$ cat src/rtl/chan_acc_pkg.sv
package chan_acc_pkg;
  typedef struct packed {
    logic accLoad;  // start a fresh total with the tree sum
    logic accAdd;   // add the tree sum to the running total
    logic finish;   // final beat: launch bias add and requantize
  } accStrobe_t;
endpackage

$ cat src/rtl/chan_acc_tree.sv
module chan_acc_tree #(
  parameter int NUM_CH  = 32,
  parameter int PROD_W  = 17,
  parameter int BIAS_W  = 32,
  parameter int SCALE_W = 16,
  parameter int SHIFT_W = 5,
  localparam int LEVELS = $clog2(NUM_CH),
  localparam int SUM_W  = PROD_W + LEVELS
) (
  input  logic                     clk,
  input  logic                     rstN,
  input  logic                     inValid,
  input  logic                     inLast,
  input  logic [NUM_CH*PROD_W-1:0] inProducts,
  input  logic [BIAS_W-1:0]        inBias,
  input  logic [SCALE_W-1:0]       inScale,
  input  logic [SHIFT_W-1:0]       inShift,
  output logic                     treeValid,
  output logic                     treeLast,
  output logic signed [SUM_W-1:0]  treeSum,
  output logic [BIAS_W-1:0]        treeBias,
  output logic [SCALE_W-1:0]       treeScale,
  output logic [SHIFT_W-1:0]       treeShift
);
  for (genvar l = 0; l < LEVELS; l++) begin : gLvl
    localparam int CNT = NUM_CH >> (l + 1);
    for (genvar n = 0; n < CNT; n++) begin : gNode
      logic signed [SUM_W-1:0] opA, opB, sumQ;
      if (l == 0) begin : gIn
        assign opA = SUM_W'($signed(inProducts[(2*n)*PROD_W +: PROD_W]));
        assign opB = SUM_W'($signed(inProducts[(2*n+1)*PROD_W +: PROD_W]));
      end else begin : gMid
        assign opA = gLvl[l-1].gNode[2*n].sumQ;
        assign opB = gLvl[l-1].gNode[2*n+1].sumQ;
      end
      always_ff @(posedge clk) sumQ <= opA + opB;
    end
  end

  logic               vldQ   [LEVELS];
  logic               lastQ  [LEVELS];
  logic [BIAS_W-1:0]  biasQ  [LEVELS];
  logic [SCALE_W-1:0] scaleQ [LEVELS];
  logic [SHIFT_W-1:0] shiftQ [LEVELS];

  always_ff @(posedge clk) begin
    if (!rstN) begin
      for (int k = 0; k < LEVELS; k++) begin
        vldQ[k]  <= 1'b0;
        lastQ[k] <= 1'b0;
      end
    end else begin
      vldQ[0]  <= inValid;
      lastQ[0] <= inValid & inLast;
      for (int k = 1; k < LEVELS; k++) begin
        vldQ[k]  <= vldQ[k-1];
        lastQ[k] <= lastQ[k-1];
      end
    end
  end

  always_ff @(posedge clk) begin
    biasQ[0]  <= inBias;
    scaleQ[0] <= inScale;
    shiftQ[0] <= inShift;
    for (int k = 1; k < LEVELS; k++) begin
      biasQ[k]  <= biasQ[k-1];
      scaleQ[k] <= scaleQ[k-1];
      shiftQ[k] <= shiftQ[k-1];
    end
  end

  assign treeValid = vldQ[LEVELS-1];
  assign treeLast  = lastQ[LEVELS-1];
  assign treeSum   = gLvl[LEVELS-1].gNode[0].sumQ;
  assign treeBias  = biasQ[LEVELS-1];
  assign treeScale = scaleQ[LEVELS-1];
  assign treeShift = shiftQ[LEVELS-1];

  AST_TREE_ALIGN: assert property (@(posedge clk) disable iff (!rstN)
    treeValid |-> $past(inValid, LEVELS));
endmodule

$ cat src/rtl/chan_acc_ctrl.sv
module chan_acc_ctrl
  import chan_acc_pkg::*;
(
  input  logic       clk,
  input  logic       rstN,
  input  logic       treeValid,
  input  logic       treeLast,
  output accStrobe_t strobe
);
  logic freshQ;

  always_ff @(posedge clk) begin
    if (!rstN)          freshQ <= 1'b1;
    else if (treeValid) freshQ <= treeLast;
  end

  always_comb begin
    strobe.accLoad = treeValid & freshQ;
    strobe.accAdd  = treeValid & ~freshQ;
    strobe.finish  = treeValid & treeLast;
  end

  AST_RESTART_AFTER_FIN: assert property (@(posedge clk) disable iff (!rstN)
    (treeValid && $past(strobe.finish)) |-> strobe.accLoad);
endmodule

$ cat src/rtl/chan_acc_datapath.sv
module chan_acc_datapath
  import chan_acc_pkg::*;
#(
  parameter int SUM_W   = 22,
  parameter int ACC_W   = 32,
  parameter int BIAS_W  = 32,
  parameter int SCALE_W = 16,
  parameter int SHIFT_W = 5,
  parameter int OUT_W   = 8,
  localparam int BSUM_W = ((ACC_W > BIAS_W) ? ACC_W : BIAS_W) + 1,
  localparam int MUL_W  = BSUM_W + SCALE_W + 1,
  localparam int RND_W  = MUL_W + 1
) (
  input  logic                    clk,
  input  logic                    rstN,
  input  accStrobe_t              strobe,
  input  logic signed [SUM_W-1:0] treeSum,
  input  logic [BIAS_W-1:0]       treeBias,
  input  logic [SCALE_W-1:0]      treeScale,
  input  logic [SHIFT_W-1:0]      treeShift,
  output logic                    outValid,
  output logic signed [OUT_W-1:0] outData
);
  localparam logic signed [RND_W-1:0] MAX_OUT = RND_W'((2 ** (OUT_W - 1)) - 1);
  localparam logic signed [RND_W-1:0] MIN_OUT = -RND_W'(2 ** (OUT_W - 1));

  logic signed [ACC_W-1:0]  accQ, sumExt, accNext;
  logic signed [BSUM_W-1:0] biasedQ;
  logic [SCALE_W-1:0]       scaleA;
  logic [SHIFT_W-1:0]       shiftA, shiftB;
  logic                     validA, validB;
  logic signed [MUL_W-1:0]  prodQ;
  logic signed [RND_W-1:0]  roundOff, rounded;

  assign sumExt  = ACC_W'(treeSum);
  assign accNext = strobe.accLoad ? sumExt : accQ + sumExt;

  // Stage A: accumulate, and on the final beat fold in the bias
  always_ff @(posedge clk) begin
    if (strobe.accLoad || strobe.accAdd) accQ <= accNext;
    biasedQ <= BSUM_W'(accNext) + BSUM_W'($signed(treeBias));
    scaleA  <= treeScale;
    shiftA  <= treeShift;
  end

  // Stage B: scale multiply
  always_ff @(posedge clk) begin
    prodQ  <= MUL_W'(biasedQ) * MUL_W'($signed({1'b0, scaleA}));
    shiftB <= shiftA;
  end

  // Stage C: round, shift, saturate
  assign roundOff = (shiftB == '0) ? '0 : (RND_W'(1) <<< (shiftB - 1'b1));
  assign rounded  = (RND_W'(prodQ) + roundOff) >>> shiftB;

  always_ff @(posedge clk) begin
    if      (rounded > MAX_OUT) outData <= MAX_OUT[OUT_W-1:0];
    else if (rounded < MIN_OUT) outData <= MIN_OUT[OUT_W-1:0];
    else                        outData <= rounded[OUT_W-1:0];
  end

  always_ff @(posedge clk) begin
    if (!rstN) begin
      validA   <= 1'b0;
      validB   <= 1'b0;
      outValid <= 1'b0;
    end else begin
      validA   <= strobe.finish;
      validB   <= validA;
      outValid <= validB;
    end
  end

  AST_OUT_FOLLOWS_FIN: assert property (@(posedge clk) disable iff (!rstN)
    outValid |-> $past(strobe.finish, 3));
  AST_IDLE_HOLDS_ACC: assert property (@(posedge clk) disable iff (!rstN)
    !(strobe.accLoad || strobe.accAdd) |=> $stable(accQ));
endmodule

$ cat src/rtl/chan_acc_requant.sv
module chan_acc_requant
  import chan_acc_pkg::*;
#(
  parameter int NUM_CH  = 32,
  parameter int PROD_W  = 17,
  parameter int ACC_W   = 32,
  parameter int BIAS_W  = 32,
  parameter int SCALE_W = 16,
  parameter int SHIFT_W = 5,
  parameter int OUT_W   = 8,
  localparam int SUM_W  = PROD_W + $clog2(NUM_CH)
) (
  input  logic                     clk,
  input  logic                     rstN,
  input  logic                     inValid,
  input  logic                     inLast,
  input  logic [NUM_CH*PROD_W-1:0] inProducts,
  input  logic [BIAS_W-1:0]        inBias,
  input  logic [SCALE_W-1:0]       inScale,
  input  logic [SHIFT_W-1:0]       inShift,
  output logic                     outValid,
  output logic [OUT_W-1:0]         outData
);
  logic                    treeValid, treeLast;
  logic signed [SUM_W-1:0] treeSum;
  logic [BIAS_W-1:0]       treeBias;
  logic [SCALE_W-1:0]      treeScale;
  logic [SHIFT_W-1:0]      treeShift;
  accStrobe_t              strobe;
  logic signed [OUT_W-1:0] dataS;

  chan_acc_tree #(.NUM_CH(NUM_CH), .PROD_W(PROD_W), .BIAS_W(BIAS_W),
                  .SCALE_W(SCALE_W), .SHIFT_W(SHIFT_W)) tree_i (
    .clk(clk), .rstN(rstN), .inValid(inValid), .inLast(inLast),
    .inProducts(inProducts), .inBias(inBias), .inScale(inScale), .inShift(inShift),
    .treeValid(treeValid), .treeLast(treeLast), .treeSum(treeSum),
    .treeBias(treeBias), .treeScale(treeScale), .treeShift(treeShift));

  chan_acc_ctrl ctrl_i (
    .clk(clk), .rstN(rstN), .treeValid(treeValid), .treeLast(treeLast),
    .strobe(strobe));

  chan_acc_datapath #(.SUM_W(SUM_W), .ACC_W(ACC_W), .BIAS_W(BIAS_W),
                      .SCALE_W(SCALE_W), .SHIFT_W(SHIFT_W), .OUT_W(OUT_W)) dp_i (
    .clk(clk), .rstN(rstN), .strobe(strobe), .treeSum(treeSum),
    .treeBias(treeBias), .treeScale(treeScale), .treeShift(treeShift),
    .outValid(outValid), .outData(dataS));

  assign outData = dataS;
endmodule

$ cat config.mk
export PLATFORM = sky130hd
export DESIGN_NAME = chan_acc_requant
export DESIGN_NICKNAME = d
export VERILOG_FILES = /design/src/rtl/chan_acc_pkg.sv /design/src/rtl/chan_acc_tree.sv /design/src/rtl/chan_acc_ctrl.sv /design/src/rtl/chan_acc_datapath.sv /design/src/rtl/chan_acc_requant.sv
export SDC_FILE = /design/constraint.sdc
export NUM_CORES = 2
export LEC_CHECK = 0
export BUFFER_PORTS_ARGS = -buffer_cell sky130_fd_sc_hd__clkbuf_2
export CAP_MARGIN = 40
export CORE_MARGIN = 3
export CORE_UTILIZATION = 53
export DETAILED_ROUTE_END_ITERATION = 7
export GPL_TIMING_DRIVEN = 0
export PLACE_DENSITY_LB_ADDON = 0.12
export SLEW_MARGIN = 20
export SYNTH_ARGS = -nofsm -noshare
export SYNTH_HDL_FRONTEND = slang
export SYNTH_SLANG_ARGS = --single-unit
export TNS_END_PERCENT = 30
$ cat constraint.sdc
create_clock -name clk -period 6.5 [get_ports clk]
set_clock_uncertainty 0.05 [all_clocks]
set_input_delay 1.3 -clock clk [delete_from_list [all_inputs] [get_ports clk]]
set_output_delay 1.3 -clock clk [all_outputs]
set_load 0.03 [all_outputs]
==> qor.txt <==
Status - finished, violations left
Violated checks - setup timing
IO buf count - 609
Rel. slew slack - 39.6%
Die Wd - 373 um
Layout Cells excl Fill - 10500
Post-route ant nets - 0
Initial Util - 53.5%
Min cycle time layout - 7120 ps
Startpoint types - flop
CTS Buffer Depth - 3
DRC viols - 0
Met3 Resource Use GR - 3.97%
Setup CP Type - reg2reg
Hold wc startpoint - tree_i.scaleQ[1][4]
Std cell rows - 134
Die Y-Extent - 373 um
Global routing usage on met1 - 33.6%
YS warnings - 0
Instance count of the mapped netlist - 7835
Hold WC Path Type - reg2reg
GR peak layer - met2
Critical path capture point type - flop
Largest cells by area after synthesis - dfxtp_1 (28%), fa_1 (15%), ha_1 (14%)
Most used DFF post-synth - dfxtp_1
Later-pin clock latency in the skew report - 750 ps
Layout cells sized above 1 - 14.5%
Core area - 134000 sq um
Async set-or-reset flop fraction in the synthesized netlist - 0%
Placed insts - 10221
CP Launch Point - dp_i.scaleA[4]
WHS Path Cells - 0
Cell area after synthesis - 71500 sq um
Register Area - 21400 sq um
CTS buffer count - 108
Total wire length - 192 mm
Register area share after synthesis - 29.7%
Initial antenna violation count - 7
RePlAce Congestion - 0.968
Multi-input gate area - 46000 sq um
Grt total ovfl - 0
Worst slew pin tran - 900 ps
1st-pass router iterations - 6
Number of nets in the layout - 10558
Sink Count - 1046
Die Area - 139000 sq um
Crit-path max FO - 4
CP arrival - 7720 ps
Via-to-Cell Ratio - 5.36
Final Hold Vio Count - 0
Syn nets - 9750
EDFF count, synth - 32
Drt first-iter violations - 3215
PnR worst setup slack - -624 ps
CTS Root Cell - clkbuf_16
Largest net degree at the start of global routing - 25
Final Setup Violations - 23
Reg2reg start - dp_i.scaleA[4]
Worst Path Required - 7090 ps
Fmax - 140 MHz
CTS tree - done
Filler cell count in the final layout - 11569
Fin. max-slew vios - 0
Vias - 56241
Dpl hpwl - 159 mm
GRT met2 Usage - 49.0%
Vias in the first global route - 57462
Final period util - 110%
First-pass GRT wire length - 304 mm
Synth top area share - 28.4%
Wirelength per Cell - 18.3 um
Area Growth Syn to Fin - 15.8%
Post-Syn Area per Cell - 9.12 sq um
RSZ-0062 raised after global routing - true
H-tree depth - 3
Clock Pin Slew Worst Setup and Hold Paths - 70 ps
Worst Reg-to-Reg Cells - 26
GR Util All Layers - 27.4%
Synth unique cells - 114
Max-cap violations - 0
# IOs - 610
Yosys top cell by area - dfxtp_1
Flops & latches, synth - 1046
-- cells in the final DEF (no fill, tap or decap), types with 17 or more instances in the layout --
cell type,synthesis,final
clkbuf_16,0,128
nor4_1,26,25
o211ai_1,19,19
buf_4,6,86
nand4_1,33,33
nand2_1,748,736
nor2_1,634,628
mux4_2,19,19
fa_1,537,526
clkbuf_4,0,18
a31oi_1,21,17
or3_1,40,40
a21o_1,66,66
clkinv_2,0,22
ha_1,777,766
nand3_1,66,65
and2_1,250,249
buf_2,19,22
nand2b_1,46,46
clkbuf_8,7,46
a21oi_1,373,363
nor2b_1,82,82
o21bai_1,18,18
a211oi_1,44,39
mux2i_1,75,75
mux2_2,23,23
and3_1,31,30
o21ai_0,475,469
dfxtp_4,0,22
clkbuf_2,0,629
clkbuf_1,120,47
edfxtp_1,32,32
inv_1,1055,1041
a221oi_1,29,27
xor2_1,59,58
dfxtp_1,1014,976
a21boi_0,176,173
nor3_1,165,162
o21a_1,78,78
xnor2_1,371,368
-- area by class of cell --
class	count	area share (%)
multi-input combinational	5567	55.6
clock buffer	137	3.61
timing repair buffer	700	4.62
clock inverter	61	0.966
buffer	163	1.90
tap	1768	2.67
antenna	1	0.00302
inverter	1057	4.79
sequential	1046	25.8
-- worst max-delay path, stage by stage, from the launching register on --
cell and delay [ps]:
dfxtp_4 440, clkbuf_16 180, nand2_4 50, fa_1 560, inv_2 50, fa_1 490, inv_2 40, fa_1 460
fa_1 540, fa_2 610, inv_2 50, fa_1 530, ha_4 220, a21o_1 150, a21o_1 230, a2111oi_4 400
a311oi_2 180, o311a_1 370, o21ai_2 210, a211o_1 210, a31oi_2 110, and2_4 180, o21ai_2 130, a21boi_2 90
nand4_1 100, a31oi_1 100, xnor2_1 260
-- repair_timing --
| action | CTS | global route |
|---|---|---|
| hold endpoints to repair | 0 | 0 |
| resized for setup | 348 | 48 |
| endpoints found under the setup margin | 35 | 33 |
| buffers inserted | 67 | 15 |
| hold buffers | 0 | 0 |
| pin swaps | 66 | 39 |
-- through the flow --
step	area, sq um	hold WS (ps)	TNS, ps	setup slack [ps]	utilization (%)
6_report	82800	261	-6130	-624	61.9
3_3_place_gp	76800	260	-40330	-2020	57.5
2_1_floorplan	71600	260	0	1.66	-
4_1_cts	82500	261	-5670	-661	61.8
5_1_grt	82800	277	-11110	-849	61.9
3_5_place_dp	76900	262	-34270	-1930	57.6
-- registers in the layout (all words and copies together) (netlist names), 8 cells and up --
name                    cells
dp_i.accQ                  32
tree_i.treeSum             22
tree_i.biasQ              160
dp_i.outData                8
dp_i.scaleA                16
dp_i.biasedQ               33
tree_i.scaleQ              80
tree_i.shiftQ              25
dp_i.prodQ                 50
tree_i.gLvl.gNode.sumQ    596
-- cells in the mapped netlist, types with 59 or more instances --
master       n
nor3_1     165
o21ai_0    475
a21oi_1    373
o21a_1      78
dfxtp_1   1014
a21boi_0   176
nor2b_1     82
xor2_1      59
a21o_1      66
clkbuf_1   120
ha_1       777
fa_1       537
and2_1     250
nand3_1     66
nand2_1    748
inv_1     1055
nor2_1     634
xnor2_1    371
mux2i_1     75
-- kinds of logic (layout without fill, tap and decap cells) --
family | after synthesis | in the layout | share of synthesized area (%)
other cells | 1 | 2 | 0.00525
compound gates | 1535 | 1535 | 13.8
fa+ha+maj | 1314 | 1314 | 28.6
simple gates | 2169 | 2169 | 13.9
xor+xnor | 430 | 430 | 5.27
mux | 118 | 118 | 2.05
buf+inv | 1222 | 2118 | 6.66
flops | 1046 | 1046 | 29.7
-- worst paths after layout --
path / endpoint / slack, ps
setup / recovery: dp_i.prodQ[49] / -620
hold / removal: tree_i.scaleQ[2][4] / 260
setup reg to reg: dp_i.prodQ[49] / -620
hold reg to reg: tree_i.scaleQ[2][4] / 260
-- metal layers --
layer | part of all wire [%] | routed length, um | vias up
li1 | - | - | 27643
met2 | 49 | 94700 | 1544
met1 | 41 | 79600 | 26684
met3 | 5.4 | 10400 | 366
met5 | 0.012 | 23 | -
met4 | 3.9 | 7560 | 4
Power is left out: the tool's default activity adds up to more than one toggle a clock period on the data nets, which glitch-free logic cannot reach.
